==> config.mk <==
export PLATFORM = sky130hd
export DESIGN_NAME = flash_cmd_seq
export DESIGN_NICKNAME = d
export VERILOG_FILES = /design/src/rtl/fcs_pkg.sv /design/src/rtl/fcs_datapath.sv /design/src/rtl/fcs_ctrl.sv /design/src/rtl/flash_cmd_seq.sv
export SDC_FILE = /design/constraint.sdc
export NUM_CORES = 1
export LEC_CHECK = 0
export ABC_AREA = 1
export BUFFER_PORTS_ARGS = -buffer_cell sky130_fd_sc_hd__buf_2
export CORE_MARGIN = 4
export CORE_UTILIZATION = 53
export CTS_BUF_LIST = sky130_fd_sc_hd__clkbuf_16
export DETAILED_ROUTE_END_ITERATION = 10
export PLACE_DENSITY = 0.82
export SLEW_MARGIN = 20
export SYNTH_ARGS = -nofsm -noshare
export SYNTH_HDL_FRONTEND = slang
export SYNTH_HIERARCHICAL = 1
export SYNTH_SLANG_ARGS = --single-unit
==> constraint.sdc <==
create_clock -name clk -period 3.2 [get_ports clk]
set_clock_uncertainty 0.1 [all_clocks]
set_input_delay 0.32 -clock clk [delete_from_list [all_inputs] [get_ports clk]]
set_output_delay 0.32 -clock clk [all_outputs]
set_load 0.005 [all_outputs]
==> src/rtl/fcs_pkg.sv <==
package fcs_pkg;

  typedef enum logic [2:0] {
    CMD_NONE,
    CMD_ERSETUP,
    CMD_AUTOSEL,
    CMD_PROG,
    CMD_CHIPER,
    CMD_SECTER,
    CMD_CFI
  } cmd_e;

  localparam logic [1:0] RS_ARRAY  = 2'd0;
  localparam logic [1:0] RS_ID     = 2'd1;
  localparam logic [1:0] RS_CFI    = 2'd2;
  localparam logic [1:0] RS_STATUS = 2'd3;

  localparam logic [7:0] DB_UNLOCK1 = 8'hAA;
  localparam logic [7:0] DB_UNLOCK2 = 8'h55;
  localparam logic [7:0] DB_BYPASS  = 8'h20;
  localparam logic [7:0] DB_ERASE   = 8'h80;
  localparam logic [7:0] DB_AUTOSEL = 8'h90;
  localparam logic [7:0] DB_PROG    = 8'hA0;
  localparam logic [7:0] DB_CHIP    = 8'h10;
  localparam logic [7:0] DB_SECT    = 8'h30;
  localparam logic [7:0] DB_QUERY   = 8'h98;
  localparam logic [7:0] DB_RESET   = 8'hF0;
  localparam logic [7:0] DB_BYPEXIT = 8'h00;

  localparam logic [2:0] STEP_QUERY = 3'd7;

  typedef struct packed {
    logic hitA0;
    logic hitA1;
    logic hitCfi;
  } addrHit_t;

  typedef struct packed {
    logic prog;
    logic sect;
    logic chip;
  } reqStb_t;

endpackage

==> src/rtl/fcs_datapath.sv <==
module fcs_datapath
  import fcs_pkg::*;
#(
  parameter int          ADDR_W    = 24,
  parameter int          IDX_W     = 11,
  parameter logic [10:0] UNLOCK_A0 = 11'h555,
  parameter logic [10:0] UNLOCK_A1 = 11'h2AA,
  parameter logic [10:0] CFI_IDX   = 11'h055
) (
  input  logic              clk,
  input  logic              rstN,
  input  logic [ADDR_W-1:0] wrAddr,
  input  logic [7:0]        wrData,
  input  logic [1:0]        busWidth,
  input  reqStb_t           stb,
  output addrHit_t          hit,
  output logic              progReq,
  output logic              sectEraseReq,
  output logic              chipEraseReq,
  output logic [ADDR_W-1:0] reqAddr,
  output logic [7:0]        reqData
);

  localparam int MAX_SHIFT = 2;
  localparam int MIN_ADDR_W = IDX_W + MAX_SHIFT;

  logic [IDX_W-1:0] wordIdx;
  logic             anyStb;

  initial begin
    if (ADDR_W < MIN_ADDR_W) $error("ADDR_W too small for the word index");
  end

  always_comb begin
    case (busWidth)
      2'd0:    wordIdx = wrAddr[IDX_W-1:0];
      2'd1:    wordIdx = wrAddr[IDX_W:1];
      default: wordIdx = wrAddr[IDX_W+1:2];
    endcase
  end

  always_comb begin
    hit.hitA0  = (wordIdx == UNLOCK_A0[IDX_W-1:0]);
    hit.hitA1  = (wordIdx == UNLOCK_A1[IDX_W-1:0]);
    hit.hitCfi = (wordIdx == CFI_IDX[IDX_W-1:0]);
  end

  assign anyStb = stb.prog | stb.sect | stb.chip;

  always_ff @(posedge clk) begin
    if (!rstN) begin
      progReq      <= 1'b0;
      sectEraseReq <= 1'b0;
      chipEraseReq <= 1'b0;
      reqAddr      <= '0;
      reqData      <= '0;
    end else begin
      progReq      <= stb.prog;
      sectEraseReq <= stb.sect;
      chipEraseReq <= stb.chip;
      if (anyStb) begin
        reqAddr <= wrAddr;
        reqData <= wrData;
      end
    end
  end

endmodule

==> src/rtl/fcs_ctrl.sv <==
module fcs_ctrl
  import fcs_pkg::*;
(
  input  logic       clk,
  input  logic       rstN,
  input  logic       wrEn,
  input  logic [7:0] wrData,
  input  addrHit_t   hit,
  input  logic       eraseWindowOpen,
  input  logic       eraseDone,
  output reqStb_t    stb,
  output logic [1:0] readSel,
  output logic       bypassOn,
  output logic [2:0] seqStep
);

  cmd_e       cmdQ, cmdD;
  logic [2:0] stepQ, stepD;
  logic       bypQ, bypD;
  logic       retQ, retD;
  logic       goIdle;
  logic       busy;
  logic       unlock1Ok;
  logic       queryHit;

  assign busy      = (cmdQ == CMD_CHIPER) || (cmdQ == CMD_SECTER);
  assign unlock1Ok = hit.hitA0 && (wrData == DB_UNLOCK1);
  assign queryHit  = hit.hitCfi && (wrData == DB_QUERY);

  always_comb begin
    cmdD   = cmdQ;
    stepD  = stepQ;
    bypD   = bypQ;
    retD   = retQ;
    stb    = '0;
    goIdle = 1'b0;

    if (busy && eraseDone) begin
      cmdD  = CMD_NONE;
      stepD = bypQ ? 3'd2 : 3'd0;
    end else if (wrEn) begin
      if (wrData == DB_RESET && cmdQ != CMD_PROG && !busy) begin
        if (cmdQ == CMD_CFI && retQ) begin
          cmdD  = CMD_AUTOSEL;
          stepD = 3'd3;
          retD  = 1'b0;
        end else begin
          goIdle = 1'b1;
        end
      end else if (cmdQ == CMD_CFI) begin
        goIdle = 1'b1;
      end else begin
        case (stepQ)
          3'd0: begin
            if (queryHit) begin
              cmdD  = CMD_CFI;
              retD  = 1'b0;
              stepD = STEP_QUERY;
            end else if (unlock1Ok) begin
              stepD = 3'd1;
            end else begin
              goIdle = 1'b1;
            end
          end
          3'd1: begin
            if (hit.hitA1 && wrData == DB_UNLOCK2) stepD = 3'd2;
            else goIdle = 1'b1;
          end
          3'd2: begin
            if (!bypQ && !hit.hitA0) begin
              goIdle = 1'b1;
            end else begin
              case (wrData)
                DB_BYPASS: begin
                  bypD  = 1'b1;
                  cmdD  = CMD_NONE;
                  stepD = 3'd2;
                end
                DB_ERASE: begin
                  cmdD  = CMD_ERSETUP;
                  stepD = 3'd3;
                end
                DB_AUTOSEL: begin
                  cmdD  = CMD_AUTOSEL;
                  stepD = 3'd3;
                end
                DB_PROG: begin
                  cmdD  = CMD_PROG;
                  stepD = 3'd3;
                end
                default: goIdle = 1'b1;
              endcase
            end
          end
          3'd3: begin
            case (cmdQ)
              CMD_ERSETUP: begin
                if (queryHit) begin
                  cmdD  = CMD_CFI;
                  retD  = 1'b0;
                  stepD = STEP_QUERY;
                end else if (unlock1Ok) begin
                  stepD = 3'd4;
                end else begin
                  goIdle = 1'b1;
                end
              end
              CMD_PROG: begin
                stb.prog = 1'b1;
                if (bypQ) begin
                  cmdD  = CMD_NONE;
                  stepD = 3'd2;
                end else begin
                  goIdle = 1'b1;
                end
              end
              CMD_AUTOSEL: begin
                if (bypQ && wrData == DB_BYPEXIT) begin
                  goIdle = 1'b1;
                end else if (queryHit) begin
                  cmdD  = CMD_CFI;
                  retD  = 1'b1;
                  stepD = STEP_QUERY;
                end else begin
                  goIdle = 1'b1;
                end
              end
              default: goIdle = 1'b1;
            endcase
          end
          3'd4: begin
            if (cmdQ == CMD_ERSETUP && hit.hitA1 && wrData == DB_UNLOCK2)
              stepD = 3'd5;
            else
              goIdle = 1'b1;
          end
          3'd5: begin
            if (wrData == DB_CHIP && hit.hitA0) begin
              stb.chip = 1'b1;
              cmdD     = CMD_CHIPER;
              stepD    = 3'd6;
            end else if (wrData == DB_SECT) begin
              stb.sect = 1'b1;
              cmdD     = CMD_SECTER;
              stepD    = 3'd6;
            end else begin
              goIdle = 1'b1;
            end
          end
          3'd6: begin
            case (cmdQ)
              CMD_CHIPER: ;
              CMD_SECTER: begin
                if (eraseWindowOpen) begin
                  if (wrData == DB_SECT) stb.sect = 1'b1;
                  else goIdle = 1'b1;
                end
              end
              default: goIdle = 1'b1;
            endcase
          end
          default: goIdle = 1'b1;
        endcase
      end

      if (goIdle) begin
        cmdD  = CMD_NONE;
        stepD = 3'd0;
        bypD  = 1'b0;
        retD  = 1'b0;
      end
    end
  end

  always_ff @(posedge clk) begin
    if (!rstN) begin
      cmdQ  <= CMD_NONE;
      stepQ <= 3'd0;
      bypQ  <= 1'b0;
      retQ  <= 1'b0;
    end else begin
      cmdQ  <= cmdD;
      stepQ <= stepD;
      bypQ  <= bypD;
      retQ  <= retD;
    end
  end

  always_comb begin
    case (cmdQ)
      CMD_CFI:                         readSel = RS_CFI;
      CMD_AUTOSEL:                     readSel = RS_ID;
      CMD_PROG, CMD_CHIPER, CMD_SECTER: readSel = RS_STATUS;
      default:                         readSel = RS_ARRAY;
    endcase
  end

  assign bypassOn = bypQ;
  assign seqStep  = stepQ;

endmodule

==> src/rtl/flash_cmd_seq.sv <==
module flash_cmd_seq
  import fcs_pkg::*;
#(
  parameter int          ADDR_W    = 24,
  parameter int          IDX_W     = 11,
  parameter logic [10:0] UNLOCK_A0 = 11'h555,
  parameter logic [10:0] UNLOCK_A1 = 11'h2AA,
  parameter logic [10:0] CFI_IDX   = 11'h055
) (
  input  logic              clk,
  input  logic              rstN,
  input  logic              wrEn,
  input  logic [ADDR_W-1:0] wrAddr,
  input  logic [7:0]        wrData,
  input  logic [1:0]        busWidth,
  input  logic              eraseWindowOpen,
  input  logic              eraseDone,
  output logic [1:0]        readSel,
  output logic              bypassOn,
  output logic [2:0]        seqStep,
  output logic              progReq,
  output logic              sectEraseReq,
  output logic              chipEraseReq,
  output logic [ADDR_W-1:0] reqAddr,
  output logic [7:0]        reqData
);

  addrHit_t hit;
  reqStb_t  stb;

  fcs_datapath #(
    .ADDR_W   (ADDR_W),
    .IDX_W    (IDX_W),
    .UNLOCK_A0(UNLOCK_A0),
    .UNLOCK_A1(UNLOCK_A1),
    .CFI_IDX  (CFI_IDX)
  ) u_dp (
    .clk         (clk),
    .rstN        (rstN),
    .wrAddr      (wrAddr),
    .wrData      (wrData),
    .busWidth    (busWidth),
    .stb         (stb),
    .hit         (hit),
    .progReq     (progReq),
    .sectEraseReq(sectEraseReq),
    .chipEraseReq(chipEraseReq),
    .reqAddr     (reqAddr),
    .reqData     (reqData)
  );

  fcs_ctrl u_ctrl (
    .clk            (clk),
    .rstN           (rstN),
    .wrEn           (wrEn),
    .wrData         (wrData),
    .hit            (hit),
    .eraseWindowOpen(eraseWindowOpen),
    .eraseDone      (eraseDone),
    .stb            (stb),
    .readSel        (readSel),
    .bypassOn       (bypassOn),
    .seqStep        (seqStep)
  );

endmodule

==> results.yml, run 1 <==
sta:
  rsz0062_at_grt: "no"
  relSlewSlack_pct: 56.0
  timing_worst_slew_pin_value_ps: 660
  finalCritPeriodShare_pct: 90.5
  finalCriticalPeriod_ps: 2900
  setup-tns-final_ps: 0
  drv_slew: 0
  hold_viol: 0
  fmax_mhz: 345
  setup-violations-final: 0
synth:
  synth_simple_gate_area_share_pct: 47.1
  yosysWarningCount: 6
  synth_xor_area_share_pct: 0
  synthCells: 490
  synth-adder-area-share_pct: 0
  synth_compound_area_share_pct: 11.8
  syn-num-nets: 529
  ys_ff_latch: 43
  yosysSeqAreaShare_pct: 30.1
  synth_top_family_by_area: "simple AND/OR/NAND/NOR gates"
  synthMuxAreaShare_pct: 0
  synthesis.area_um2: 2860
  synth.avg_cell_area_um2: 5.84
  ys_types: 30
placed_design:
  placed_area_um2: 3310
  hpwl_mm: 6.28
  numPortBuffers: 79
  place_congestion: 0.954
global_route:
  grt_pass1_vias: 3032
  globalRouteOverflowTotal: 0
  grt_use_total_pct: 25.5
  grt_max_degree: 42
  antenna_found_initial: 0
  grt_pass1_wl_mm: 13.4
detailed_routing:
  drt-total-wl_mm: 8.11
  vias_per_cell: 5.19
  drt_iter0_drc: 140
  remaining_drc_errors: 0
  dr.pass1.iters: 4
  drtAntennaViolNets: 0
  avgRoutedWirePerCell_um: 12.7
  dr_total_vias: 3315
cells_and_area:
  fill_cells: 499
  syn_to_final_growth_pct: 21.1
  final_cell_area_um2: 3470
  drive_above_1_share_pct: 22.0
  nNetsFinal: 607
  diodes: 0
clocking:
  clk_pin_slew_ps: 70
  cts-resized-gates: 0
  post_cts_buffers: 0
  clkSinkCount: 43
  postCtsHoldBufs: 0
  htree_num_levels: 2
  clockRootBuffer: "clkbuf_16"
  cts_tree: "done"
  clk_latency_ps: 280
  cts_max_path_buffers: 2
  cts_buffers: 5
job:
  cap_violations: 0
die:
  dieHeight_um: 81.5
  die_w_um: 81.5
  start_util_pct: 55.3
  fp.coreArea_um2: 5170
  io_pins: 80
  die_area_um2: 6640
  rows: 26
min_path:
  min_path_type: "in -> reg"
  hold_depth: 3
  min_to: "u_dp/reqAddr[13]"
  hold_path.startpoint: "wrAddr[13]"
worst_setup_path:
  rrSetupSlack_ps: 470
  r2r_start: "u_ctrl/cmdQ[1]"
  path_cells: "buf_2, nor2_2, nand2_1, nand3_1, nand2_1, nor2_1, nand2_1, nor2_1, nand3_1, nand2_1, o21a_1, a2111oi_0, nor2_1, nand2_1, inv_1, nor2_1, nor2_1"
  arrival_ps: 3020
  path_depth: 17
  cp_max_fo: 21
  cp_num_buf_inv: 2
  r2r-end: "u_dp/reqAddr[19]"
  critPathLaunchType: "input pin"
  max_stage_delay_ps: 500
  reg2reg_depth: 13
  critical_path_required_ps: 3330
  cp-end-kind: "flop"
  crit_family: "simple AND/OR/NAND/NOR gates"
  critical_path_class: "in -> reg"
  slowest_stage: "inv_1"
power:
  power.density_nw_per_um2: 578
  ir_worst_vdd_uv: 334
  power_leakage_nw: 1.97
status:
  outcome: "finished, final reports clean"
-- per-stage QoR --
step | std cells | power [W] | utilization, % | setup WS (ps) | hold slack [ps]
detailed placement | 631 | 0.00149 | 64.1 | 100 | 396
floorplan | 490 | 0.00128 | - | 583 | 341
finish | 639 | 0.00200 | 67.0 | 305 | 151
global placement | 631 | 0.00148 | 64.1 | 213 | 386
global route | 639 | 0.00216 | 67.0 | 6.64 | 155
CTS | 639 | 0.00201 | 67.0 | 385 | 147
-- layout by cell type, fill, tap and decap left out, types with 2 or more instances in the layout --
cell / instances
a21oi_1: 20
buf_2: 79
buf_4: 4
clkbuf_16: 5
dfxtp_1: 43
inv_1: 60
inv_2: 8
inv_6: 2
nand2_1: 118
nand2_2: 3
nand2_4: 3
nand3_1: 35
nand3_2: 2
nand4_1: 4
nor2_1: 109
nor2_2: 7
nor2_4: 7
nor3_1: 10
o211ai_1: 2
o21ai_0: 36
o21ai_1: 2
-- Yosys cell counts --
cell / n / share of area (%)
dfxtp_1: 43 / 30
o21ai_0: 36 / 6.3
o21a_1: 1 / 0.26
nand3b_1: 1 / 0.26
nand3_2: 2 / 0.70
a21boi_1: 1 / 0.26
nand2_2: 3 / 0.66
nand3_1: 35 / 6.1
o21ai_2: 1 / 0.31
or2_1: 1 / 0.22
nand4_1: 4 / 0.87
nor2_4: 7 / 2.8
inv_1: 60 / 7.9
a21oi_1: 20 / 3.5
nor2_2: 7 / 1.5
nand2_4: 3 / 1.2
nand4_2: 1 / 0.44
o211ai_1: 2 / 0.52
clkbuf_1: 7 / 0.92
o21ai_1: 2 / 0.35
nand3_4: 1 / 0.61
nor2_1: 109 / 14
a2111oi_0: 1 / 0.31
nor3_1: 10 / 1.7
nand2_1: 118 / 15
inv_2: 8 / 1.0
buf_2: 3 / 0.52
or2_2: 1 / 0.22
buf_6: 1 / 0.39
buf_4: 1 / 0.26
-- flip-flops by register name, indices dropped and copies added (netlist names), 3 cells and up --
register / cells
u_ctrl/cmdQ: 3
u_ctrl/seqStep: 3
u_dp/reqAddr: 24
u_dp/reqData: 8
-- metal layers --
layer | global-route usage [%] | vias up | part of all wire, %
li1 | - | 1685 | -
met3 | 5.59 | 12 | 8.8
met1 | 31.4 | 1471 | 43
met2 | 43.5 | 147 | 46
met5 | 0 | - | 0
met4 | 9.29 | 0 | 1.8
-- report_power, final --
part | switching [W] | leakage, nW | internal (W) | total [W]
Combinational | 0.000573 | 1.55 | 0.000304 | 0.000877
Sequential | 0.0000468 | 0.347 | 0.000567 | 0.000613
Clock | 0.000218 | 0.0748 | 0.000296 | 0.000514
Total | 0.000838 | 1.97 | 0.00117 | 0.00200
-- cells by family after synthesis --
kind of cell,Yosys count
and+or+nand+nor,303
buffers and inverters,80
AOI/OAI and AO/OA,64
DFF,43
-- tightest hold or removal path, cell delays in order --
cell and delay (ps):
buf_2 70, nor2_1 30, nor2_1 80
-- worst max path at each step --
stage / from / end / slack, ps
final: busWidth[1] / u_dp/reqAddr[19] / 300
after global routing: busWidth[1] / u_dp/reqAddr[15] / 7
after CTS: busWidth[1] / u_dp/reqData[4] / 380
after detailed placement: busWidth[1] / u_dp/reqAddr[19] / 100
after global placement: busWidth[1] / u_dp/reqAddr[15] / 210
after floorplan: busWidth[0] / u_dp/reqAddr[10] / 580
-- area by class of cell --
type | count | area (um^2) | area share, %
clock buffer | 5 | 125 | 3.61
clock inverter | 3 | 26.3 | 0.758
inverter | 68 | 255 | 7.36
multi-input combinational | 367 | 1690 | 48.6
sequential | 43 | 861 | 24.8
tap | 70 | 87.6 | 2.53
timing repair buffer | 83 | 425 | 12.3
Power figures use the tool's default switching activity.
==> run 2: changes to the inputs <==
--- a/config.mk
+++ b/config.mk
@@ -11,6 +11,7 @@
 export CORE_UTILIZATION = 53
 export CTS_BUF_LIST = sky130_fd_sc_hd__clkbuf_16
 export DETAILED_ROUTE_END_ITERATION = 10
+export MAX_ROUTING_LAYER = met4
 export PLACE_DENSITY = 0.82
 export SLEW_MARGIN = 20
 export SYNTH_ARGS = -nofsm -noshare
==> run 2 against run 1 <==
  * First-iteration DRC count grew 24%
  * Utilization fell by 0.19 points
  * Register-to-register slack improved by 30 ps
  * Total power down 0.91%
  * Sequential power is 2% higher
  * Hold slack better by 0.53 ps
  * Sequential cell count is the same
  * Wire length decreased by 2.6%
  * Cell count shrank 0.16%
  * Count of clock-buffer cells in the layout did not move
  * Sequential share of layout area grew 0.072 points
==> results.yml, run 2 (synthesis results as in run 1) <==
die:
  die_w_um: 81.5
  dieHeight_um: 81.5
  die_area_um2: 6640
  rows: 26
  fp.coreArea_um2: 5170
  io_pins: 80
  start_util_pct: 55.3
global_route:
  grt_pass1_wl_mm: 12.9
  grt_pass1_vias: 2992
  grt_max_degree: 42
  grt_use_total_pct: 25.3
  antenna_found_initial: 0
  globalRouteOverflowTotal: 0
job:
  cap_violations: 0
clocking:
  cts_buffers: 5
  clockRootBuffer: "clkbuf_16"
  cts_tree: "done"
  post_cts_buffers: 0
  clk_pin_slew_ps: 70
  cts_max_path_buffers: 2
  clkSinkCount: 43
  cts-resized-gates: 0
  clk_latency_ps: 280
  postCtsHoldBufs: 0
  htree_num_levels: 2
worst_setup_path:
  cp_max_fo: 21
  arrival_ps: 2870
  critPathLaunchType: "input pin"
  critical_path_class: "in -> reg"
  slowest_stage: "a2111oi_0"
  path_cells: "buf_2, nor2_2, nand2_1, nand2_1, nor2_1, nand2_1, nor2_1, nand2_1, nor2_1, nand3_1, nand2_1, o21a_1, a2111oi_0, nor2_1, nand2_1, inv_1, nor2_1, nor2_1"
  max_stage_delay_ps: 480
  critical_path_required_ps: 3280
  cp-end-kind: "flop"
placed_design:
  hpwl_mm: 6.17
  place_congestion: 0.963
  dpl.cell_count: 630
  numPortBuffers: 79
sta:
  finalCritPeriodShare_pct: 87.2
  timing_worst_slew_pin_value_ps: 636
  setup-tns-final_ps: 0
  rsz0062_at_grt: "no"
  fmax_mhz: 358
  hold_viol: 0
  drv_slew: 0
  setup-violations-final: 0
  hold_ws_ps: 151
  relSlewSlack_pct: 57.5
  finalCriticalPeriod_ps: 2790
detailed_routing:
  remaining_drc_errors: 0
  drt-total-wl_mm: 7.90
  vias_per_cell: 5.16
  avgRoutedWirePerCell_um: 12.4
  dr_total_vias: 3290
  dr.pass1.iters: 5
  drt_iter0_drc: 174
  drtAntennaViolNets: 0
cells_and_area:
  final_cell_mix: "nand2_1, nor2_1, buf_2, inv_1, dfxtp_1"
  fill_cells: 502
  stdcell_count: 638
  diodes: 0
  syn_to_final_growth_pct: 20.8
  layout_commonest_cell: "nand2_1"
  largest_register: "u_dp/reqAddr"
  post-route-util_pct: 66.8
  largest_reg_flops: 24
  nNetsFinal: 606
  largestRegisters: "u_dp/reqAddr: 24 flops, u_dp/reqData: 8 flops"
  drive_above_1_share_pct: 21.8
power:
  power_leakage_nw: 1.96
  power.density_nw_per_um2: 575
  ir_worst_vdd_uv: 389
status:
  outcome: "finished, final reports clean"
min_path:
  min_path_type: "in -> reg"
[run 2: changes by cell type in the layout (fill, tap and decap cells not counted), sizes merged]
cell	delta
clkinvlp	+2
buf	-1
clkinv	-1
inv	-1
[run 2: through the flow]
stage	worst slack (ps)	power, W	cell area [um^2]
floorplan	583	0.00128	2860
global placement	219	0.00148	3310
detailed placement	110	0.00148	3310
CTS	410	0.00199	3460
global route	1.74	0.00212	3460
finish	410	0.00199	3460
[run 2: worst paths after layout]
check             slack [ps]          endpoint               from  cells after the start
setup / recovery         410  u_dp/reqAddr[22]        busWidth[1]                     18
hold / removal           150  u_dp/reqAddr[18]         wrAddr[18]                      3
setup reg to reg         500  u_dp/reqAddr[22]  u_ctrl/seqStep[0]                     12
hold reg to reg          410  u_dp/reqAddr[18]   u_dp/reqAddr[18]                      2
[run 2: worst max-delay path, delay by kind of cell]
| family | cells | cell delay (ps) |
|---|---|---|
| simple gates | 14 | 1470 |
| compound gates | 2 | 590 |
| buf+inv | 2 | 460 |
[run 2: power breakdown]
| group | internal (W) | switching (W) | leakage, nW |
|---|---|---|---|
| registers | 0.000567 | 0.0000595 | 0.347 |
| clock network | 0.000292 | 0.000221 | 0.0664 |
| logic | 0.000297 | 0.000551 | 1.54 |
| total | 0.00115 | 0.000832 | 1.96 |
[run 2: routing by layer]
layer | share of wire, % | routed length [um] | global-route usage [%] | up-vias
met5 | 0 | 0 | - | -
met4 | 1.9 | 152 | 7.09 | 0
met3 | 6.9 | 546 | 4.50 | 12
met2 | 47 | 3690 | 41.9 | 119
met1 | 44 | 3510 | 31.6 | 1482
li1 | - | - | - | 1677
[run 2: final cells by class]
| cell class | instances | area (um^2) | share of cell area, % |
|---|---|---|---|
| clock buffers | 5 | 125 | 3.62 |
| well taps | 70 | 87.6 | 2.53 |
| repair buffers | 82 | 418 | 12.1 |
| inverters | 68 | 255 | 7.39 |
| clock inverters | 3 | 23.8 | 0.688 |
| multi-input cells | 367 | 1690 | 48.8 |
| flip-flops and latches | 43 | 861 | 24.9 |
